<file path="config.mk">
export PLATFORM = sky130hd
export DESIGN_NAME = tone_qualifier
export DESIGN_NICKNAME = d
export VERILOG_FILES = /design/src/rtl/tq_pkg.sv /design/src/rtl/tq_channel.sv /design/src/rtl/tq_strobe.sv /design/src/rtl/tone_qualifier.sv
export SDC_FILE = /design/constraint.sdc
export NUM_CORES = 1
export LEC_CHECK = 0
export ABC_CLOCK_PERIOD_IN_PS = 2100
export BUFFER_PORTS_ARGS = -buffer_cell sky130_fd_sc_hd__buf_2
export CORE_UTILIZATION = 60
export DETAILED_ROUTE_END_ITERATION = 10
export PLACE_DENSITY = 0.78
export SLEW_MARGIN = 0
export SYNTH_ARGS = -nofsm -noshare
export SYNTH_HDL_FRONTEND = slang
export SYNTH_SLANG_ARGS = --single-unit
</file>
<file path="constraint.sdc">
create_clock -name clk -period 2.1 [get_ports clk]
set_clock_uncertainty 0.1 [all_clocks]
set_input_delay 0.42 -clock clk [delete_from_list [all_inputs] [get_ports clk]]
set_output_delay 0.42 -clock clk [all_outputs]
set_load 0.03 [all_outputs]
</file>
<file path="src/rtl/tq_pkg.sv">
`timescale 1ns/1ps
package tq_pkg;
    typedef enum logic [2:0] {
        CH_IDLE    = 3'd0,
        CH_ARM     = 3'd1,
        CH_ARM_GAP = 3'd2,
        CH_ON      = 3'd3,
        CH_HOLD    = 3'd4
    } ch_state_t;

    localparam int unsigned NUM_CH  = 5;
    localparam int unsigned RAW_W   = 6;
    localparam int unsigned SHARED_CH = 1;
endpackage

</file>
<file path="src/rtl/tq_channel.sv">
`timescale 1ns/1ps
module tq_channel
    import tq_pkg::*;
#(
    parameter int unsigned ON_TICKS  = 200,
    parameter int unsigned GAP_TICKS = 20
) (
    input  logic clk,
    input  logic rst_n,
    input  logic clear,
    input  logic tick,
    input  logic present,
    output logic detected
);
    localparam int unsigned ON_W  = $clog2(ON_TICKS + 1);
    localparam int unsigned GAP_W = $clog2(GAP_TICKS + 1);
    localparam logic [ON_W-1:0]  ON_LAST = ON_W'(ON_TICKS - 1);
    localparam logic [GAP_W-1:0] GAP_MAX = GAP_W'(GAP_TICKS);

    ch_state_t        st, st_n;
    logic [ON_W-1:0]  on_cnt, on_n;
    logic [GAP_W-1:0] gap_cnt, gap_n;

    // state register
    always_ff @(posedge clk or negedge rst_n) begin
        if (!rst_n) begin
            st      <= CH_IDLE;
            on_cnt  <= '0;
            gap_cnt <= '0;
        end else begin
            st      <= st_n;
            on_cnt  <= on_n;
            gap_cnt <= gap_n;
        end
    end

    // next state
    always_comb begin
        st_n  = st;
        on_n  = on_cnt;
        gap_n = gap_cnt;
        if (clear) begin
            st_n  = CH_IDLE;
            on_n  = '0;
            gap_n = '0;
        end else if (tick) begin
            unique case (st)
                CH_IDLE: begin
                    if (present) begin
                        if (ON_TICKS == 1) begin
                            st_n = CH_ON;
                        end else begin
                            st_n = CH_ARM;
                            on_n = ON_W'(1);
                        end
                    end
                end
                CH_ARM, CH_ARM_GAP: begin
                    if (present) begin
                        gap_n = '0;
                        if (on_cnt == ON_LAST) begin
                            st_n = CH_ON;
                            on_n = '0;
                        end else begin
                            st_n = CH_ARM;
                            on_n = on_cnt + 1'b1;
                        end
                    end else if (st == CH_ARM) begin
                        st_n  = CH_ARM_GAP;
                        gap_n = GAP_W'(1);
                    end else if (gap_cnt == GAP_MAX) begin
                        st_n  = CH_IDLE;
                        on_n  = '0;
                        gap_n = '0;
                    end else begin
                        gap_n = gap_cnt + 1'b1;
                    end
                end
                CH_ON: begin
                    if (!present) begin
                        st_n  = CH_HOLD;
                        gap_n = GAP_W'(1);
                    end
                end
                CH_HOLD: begin
                    if (present) begin
                        st_n  = CH_ON;
                        gap_n = '0;
                    end else if (gap_cnt == GAP_MAX) begin
                        st_n  = CH_IDLE;
                        gap_n = '0;
                    end else begin
                        gap_n = gap_cnt + 1'b1;
                    end
                end
                default: begin
                    st_n  = CH_IDLE;
                    on_n  = '0;
                    gap_n = '0;
                end
            endcase
        end
    end

    // outputs
    always_comb begin
        unique case (st)
            CH_ON, CH_HOLD: detected = 1'b1;
            default:        detected = 1'b0;
        endcase
    end


    det_rise_src_chk: assert property (@(posedge clk) disable iff (!rst_n)
        $rose(detected) |-> $past(tick && present && !clear));


    on_cnt_bound_chk: assert property (@(posedge clk) disable iff (!rst_n)
        on_cnt < ON_W'(ON_TICKS));


    det_fall_src_chk: assert property (@(posedge clk) disable iff (!rst_n)
        $fell(detected) |-> $past(clear || (tick && !present)));


    tick_only_chk: assert property (@(posedge clk) disable iff (!rst_n)
        (!tick && !clear) |=> $stable(detected));


    clear_chk: assert property (@(posedge clk) disable iff (!rst_n)
        clear |=> !detected);
endmodule

</file>
<file path="src/rtl/tq_strobe.sv">
`timescale 1ns/1ps
module tq_strobe (
    input  logic clk,
    input  logic rst_n,
    input  logic en,
    input  logic pd,
    input  logic any_det,
    output logic strobe
);
    always_ff @(posedge clk or negedge rst_n) begin
        if (!rst_n) strobe <= 1'b0;
        else        strobe <= en && !pd && any_det;
    end


    strobe_en_chk: assert property (@(posedge clk) disable iff (!rst_n)
        !en |=> !strobe);


    strobe_src_chk: assert property (@(posedge clk) disable iff (!rst_n)
        strobe |-> $past(any_det));
endmodule

</file>
<file path="src/rtl/tone_qualifier.sv">
`timescale 1ns/1ps
module tone_qualifier
    import tq_pkg::*;
#(
    parameter int unsigned ON_TICKS  = 200,
    parameter int unsigned GAP_TICKS = 20
) (
    input  logic             clk,
    input  logic             rst_n,
    input  logic             tick,
    input  logic [RAW_W-1:0] tone_raw,
    input  logic             mode,
    input  logic             en,
    input  logic             oe,
    input  logic             pd,
    output logic [NUM_CH-1:0] det,
    output logic             det_oe,
    output logic             strobe
);
    logic [NUM_CH-1:0] ch_present;

    for (genvar g = 0; g < NUM_CH; g++) begin : g_ch
        if (g == 0) begin : g_first
            assign ch_present[g] = tone_raw[0];
        end else if (g == SHARED_CH) begin : g_shared
            assign ch_present[g] = mode ? tone_raw[2] : tone_raw[1];
        end else begin : g_plain
            assign ch_present[g] = tone_raw[g+1];
        end

        tq_channel #(
            .ON_TICKS (ON_TICKS),
            .GAP_TICKS(GAP_TICKS)
        ) u_ch (
            .clk     (clk),
            .rst_n   (rst_n),
            .clear   (pd),
            .tick    (tick),
            .present (ch_present[g]),
            .detected(det[g])
        );
    end

    tq_strobe u_strobe (
        .clk    (clk),
        .rst_n  (rst_n),
        .en     (en),
        .pd     (pd),
        .any_det(|det),
        .strobe (strobe)
    );

    assign det_oe = oe;


    pd_quiet_chk: assert property (@(posedge clk) disable iff (!rst_n)
        pd |=> (det == '0) && !strobe);
endmodule

</file>
==> results.md, run 1 <==
- Status: completed
- Sequential fraction of the synthesis area: 35.9%
- Post-synth ARST share: 100%
- Yosys warns: 0
- Number of port buffers: 17
- DR vias/cell: 6.34
- Area contributors post-synth: dfrtp_1 36%, nand3_1 4.8%, o21ai_0 3.9%, nand2_1 3.5%, ha_1 3.3%
- Critical path class: register to output port
- Top-level I/O count: 20
- CTS buffer count: 9
- Mapped cell area: 5650 sq um
- Starting Density: 61.4%
- Fill count: 668
- Critical-path top delay cell: or3b_1
- CTS Buffer Depth: 2
- Antenna violations before repair: 0
- DIE AREA: 9810 sq um
- Worst path required time: 1.58 ns
- Worst-path maximum fanout: 6
- Slew HR: 68.0%
- WL/cell: 15.7 um
- Most used DFF post-synth: dfrtp_1
- Worst path cell trace: or3b_1 > o21ai_2 > buf_4
- Vias in the first global route: 4,660
- WP data arrival: 1.53 ns
- Crit path buf inv count: 1
- Final min period: 2.05 ns
- 1st-pass router iterations: 5
- Drc violations: 0
- Max_cap viols: 0
- Area leader, netlist: dfrtp_1
- Setup violators final: 0
- H-tree depth: 3
- Startpoint types: register
- Highest Clock Rate: 0.487 GHz
- First-pass GRT wire length: 21,800 um
- Final period util: 97.8%
- Chip width: 99.0 um
- Avg Inst Size Synth: 8.77 sq um
- Clk sinks: 81
- Post-route ant nets: 0
- Share of layout cells above drive strength 1: 19.9%
- DR iter-0 viols: 238
- Routability cong.: 0.862
- EDFF count, synth: 0
- Peak per-stage delay on the critical path: 0.44 ns
- Core area: 9200 sq um
- Worst Hold Class: primary input to register
- Vias: 5,138
- Pins Over Slew Limit: 0
- Drt total wl: 12,700 um
- Non-Filler Instances: 810
- Final Util: 69.7%
- Crit end category: output port
- Post-synthesis cell count: 644
- Clk slew on worst S/H paths: 0.09 ns
- Placed cells: 787
- Hpwl dp: 9040 um
- Hold_ws: 0.187 ns
- Seq cells post-synth: 81
- Die H: 99.0 um
- Max VDD drop: 0.321 mV
- Mapped Nets: 672
- Pwr/cell area: 548 nW/um^2
- Layout Nets: 723
- GR Util All Layers: 27.2%
- Clk Latency, worst-skew pair: 0.36 ns
- Clk root buf: clkbuf_8
- Distinct cells, synth: 80
- Antenna diodes: 0
- Family with the most delay on the worst path: simple AND/OR/NAND/NOR gates
- Leakage power: 0.00272 uW
- CTS tree: done
- Area Growth Syn to Fin: 13.4%
- Worst-margin pin slew: 0.481 ns
- Pin count of the biggest net entering global routing: 36
- Fin. Hold Viols: 0
- Std-Cell Rows: 35
- GR Overflow Total: 0
- Post-synth top area share: 35.9%
[layout by cell type, fill, tap and decap left out, types with 4 or more instances in the layout]
cell and instances:
nand2b_1 15, dfrtp_2 6, and3_1 9, mux2i_1 4
xor2_1 6, a31oi_2 4, o31ai_1 15, nor2_1 38
inv_1 25, buf_2 13, nand3_1 54, dfrtp_1 75
nor3b_1 8, nor4b_1 4, or3_1 7, nand4_1 9
nor2b_1 11, and4b_1 5, nand2_1 53, o41ai_1 5
a22o_1 7, nand4b_1 4, o21ai_0 42, nand3b_1 6
clkbuf_8 9, a211o_1 4, ha_1 15, buf_4 62
xnor2_1 7, o21ai_1 13, a21oi_1 35, a21o_1 5
a32o_1 4, o2bb2ai_1 7, nor3_1 15
[cell type report]
class	instances	area (sq um)	area share, %
repair buffers	78	572	8.92
well taps	111	139	2.17
clock buffers	10	128	1.99
multi-input cells	499	3360	52.4
inverters	26	97.6	1.52
clock inverters	5	81.3	1.27
flip-flops and latches	81	2030	31.8
[Yosys cell counts (all sizes together) (4+ instances only)]
master and count:
and3 9, and4b 5, dfrtp 81, nor2 43
xnor2 7, a221oi 4, nand3b 6, o41ai 5
a21oi 35, xor2 6, a32o 4, o2bb2ai 7
nand2 53, nor4b 9, o31ai 15, nand2b 15
a31oi 9, a21o 5, nand3 55, nor3b 8
nand4 9, ha 15, nor3 18, a211o 4
nand4b 4, nor2b 13, inv 26, buf 29
mux2i 4, nor4 5, or3 7, a22o 8
or2 6, clkbuf 9, o21ai 56, mux2 6
[kinds of logic after synthesis]
logic type	count (synthesis)	synth area share (%)
multiplexers	10	2.10
XOR/XNOR	13	2.02
buffers and inverters	64	5.54
flip-flops	81	35.9
AO/OA/AOI/OAI	186	23.5
AND/OR/NAND/NOR	275	27.7
adder cells (fa/ha/maj)	15	3.32
[final timing paths]
check / to / start / slack [ns] / depth (start not counted)
max reg2reg: g_ch[1].u_ch.on_cnt[2] / g_ch[1].u_ch.gap_cnt[1] / 0.12 / 8
max in group asynchronous: g_ch[4].u_ch.gap_cnt[3] / rst_n / 0.86 / 3
max: det[2] / g_ch[2].u_ch.st[0] / 0.05 / 3
min reg2reg: g_ch[2].u_ch.on_cnt[7] / g_ch[2].u_ch.on_cnt[7] / 0.40 / 1
min in group asynchronous: g_ch[4].u_ch.on_cnt[5] / rst_n / 0.43 / 2
min: u_strobe.strobe / en / 0.19 / 2
[registers in the layout, summed over array words and instances, names as in the netlist]
name               count
g_ch.u_ch.gap_cnt     25
g_ch.u_ch.st          15
g_ch.u_ch.on_cnt      40
u_strobe.strobe        1
[per-layer routing]
layer | GRT usage, % | routed length [um]
met2 | 45.0 | 6320
met5 | 0 | 0
met3 | 3.05 | 541
met1 | 36.3 | 5590
met4 | 11.8 | 264
[per-stage QoR]
step	TNS (ns)	instance area (sq um)	worst slack [ns]	power, uW
floorplan	0	5650	0.229	2060
global placement	0	6070	0.0471	2230
detailed placement	-0.125	6070	-0.124	2250
CTS	0	6310	0.000291	3510
global route	-0.0784	6410	-0.0330	3670
finish	0	6410	0.0460	3510
[repair_timing]
| action | in CTS | in global routing |
|---|---|---|
| gates resized for setup | 12 | 11 |
| hold buffers | 1 | 0 |
| pin swaps | 0 | 4 |
| cloned | 0 | 0 |
| hold endpoints to repair | 29 | 0 |
| setup buffers | 0 | 7 |
| setup endpoints to repair | 4 | 11 |
[where the power goes]
part / total (uW) / switching, uW / internal (uW)
combinational: 605 / 350 / 254
sequential: 1650 / 51.6 / 1600
clock: 1250 / 590 / 664
[worst register-to-register path: stages (launching register included)]
cell and delay (ns):
dfrtp_1 0.42, inv_1 0.08, ha_1 0.12, and4b_1 0.23
nor2_1 0.08, a221oi_2 0.33, a31oi_4 0.16, buf_6 0.16
a32o_1 0.19
Power figures use the tool's default switching activity.
==> run 2, diff against run 1 <==
==> constraint.sdc (replaced) <==
create_clock -name clk -period 2.1 [get_ports clk]
set_clock_uncertainty 0.1 [all_clocks]
set_input_delay 0.315 -clock clk [delete_from_list [all_inputs] [get_ports clk]]
set_output_delay 0.315 -clock clk [all_outputs]
set_load 0.03 [all_outputs]
==> results.md, run 2 (synthesis results as in run 1) <==
- Vias in the first global route: 4,778
- Total Power: 3600 uW
- WL/cell: 16.3 um
- Area Growth Syn to Fin: 12.0%
- Max VDD drop: 0.307 mV
- H-tree depth: 3
- Vias: 5,137
- CTS tree: done
- Gr busiest metal: met2
- Starting Density: 61.4%
- Clk sinks: 81
- Max FFs per register: 40
- Std-Cell Rows: 35
- GR Util All Layers: 27.2%
- Pins Over Slew Limit: 0
- Crit end category: output port
- Post-route ant nets: 0
- Antenna violations before repair: 0
- Clk root buf: clkbuf_8
- Post-CTS Repair Setup Buffers: 0
- Worst path cell trace: or3b_1 > o21ai_2 > buf_4
- Critical-path top delay cell: dfrtp_2
- Clock power frac: 37.9%
- Grt met3 use: 4.54%
- Sequential Power Share: 46.0%
- Number of port buffers: 17
- CTS buffer count: 9
- DIE AREA: 9810 sq um
- Worst path required time: 1.68 ns
- Antenna diodes: 0
- Hpwl dp: 9190 um
- Routability cong.: 0.891
- Core area: 9200 sq um
- WP data arrival: 1.63 ns
- Pin count of the biggest net entering global routing: 49
- GR Overflow Total: 0
- M1 GR Usage: 33.1%
- Startpoint types: register
- Switch share: 27.4%
- Drt total wl: 13,000 um
- Pre-CTS WS: 0.0725 ns
- Critical path class: register to output port
- Fin. Hold Viols: 0
- DR vias/cell: 6.45
- Slew HR: 66.7%
- Clk Latency, worst-skew pair: 0.36 ns
- Final min period: 2.04 ns
- Family with the most delay on the worst path: flip-flops
- Highest Clock Rate: 0.489 GHz
- Largest register by flop count: g_ch.u_ch.on_cnt
- Final Util: 68.8%
- Layout Nets: 709
- DR iter-0 viols: 333
- Setup violators final: 0
- Leakage power: 0.00265 uW
- Switching pwr: 986 uW
- Die H: 99.0 um
- Worst Hold Class: primary input to register
- Final period util: 97.3%
- Share of layout cells above drive strength 1: 17.7%
- Worst-margin pin slew: 0.500 ns
- Internal Pwr Total: 2620 uW
- Comb pwr share: 16.1%
- Max_cap viols: 0
- Pwr/cell area: 569 nW/um^2
- CTS Buffer Depth: 2
- Setup ws final: 0.0563 ns
- Peak per-stage delay on the critical path: 0.50 ns
- Worst-path maximum fanout: 12
- Leading cell type in the layout, fill and taps excluded: dfrtp_1
- Clk slew on worst S/H paths: 0.08 ns
- Setup TNS: 0 ns
- Top-level I/O count: 20
- Drc violations: 0
- 1st-pass router iterations: 5
- Unrepaired setup endpoints after global routing: no
- Chip width: 99.0 um
- Status: completed
- First-pass GRT wire length: 21,600 um
- Met2 GRT Util: 48.4%
- Commonest cells after routing, fill and taps aside: 76 x dfrtp_1, 54 x nand3_1, 53 x nand2_1
- Biggest regs: g_ch.u_ch.on_cnt x40, g_ch.u_ch.gap_cnt x25, g_ch.u_ch.st x15
- Crit path buf inv count: 1
==> run 2: worst paths after layout <==
path | from | to | slack (ns) | cells after the start
setup / recovery | g_ch[2].u_ch.st[0] | det[2] | 0.06 | 3
min in group asynchronous | rst_n | g_ch[4].u_ch.on_cnt[7] | 0.33 | 2
hold reg to reg | g_ch[2].u_ch.on_cnt[7] | g_ch[2].u_ch.on_cnt[7] | 0.39 | 1
setup reg to reg | g_ch[3].u_ch.gap_cnt[1] | g_ch[3].u_ch.on_cnt[4] | 0.08 | 7
max in group asynchronous | rst_n | g_ch[2].u_ch.st[0] | 0.93 | 3
hold / removal | en | u_strobe.strobe | 0.10 | 2
==> run 2: metal layers <==
metal  vias to the layer above  wire length (um)
met5                         -                 0
met2                       174              6640
met4                         0               149
met3                        16               589
met1                      2468              5630
li1                       2479                 -
==> run 2: area by class of cell <==
class	instances	area (sq um)
well taps	111	139
fillers	717	2870
repair buffers	64	458
flip-flops and latches	81	2030
clock buffers	10	128
clock inverters	5	105
inverters	26	97.6
multi-input cells	499	3360
==> run 2: power groups by stage <==
stage                     Sequential, uW  Clock, uW  Combinational (uW)
after global routing                1660       1460                 639
after global placement              1680          0                 535
after detailed placement            1680          0                 559
final                               1660       1370                 579
after floorplan                     1660          0                 400
after CTS                           1650       1390                 566
==> run 2: what timing repair did <==
item	4_1_cts	5_1_grt
setup endpoints to repair	2	19
resized for setup	6	13
hold buffers	1	0
pin swaps	0	2
hold endpoints to repair	33	0
==> run 2: metrics by stage <==
stage	hold slack (ns)	area (sq um)	std cells
after floorplan	-0.0806	5650	644
after global placement	0.193	6020	780
after detailed placement	0.195	6020	780
after CTS	0.0930	6270	796
after global routing	0.0980	6320	796
final	0.105	6320	796
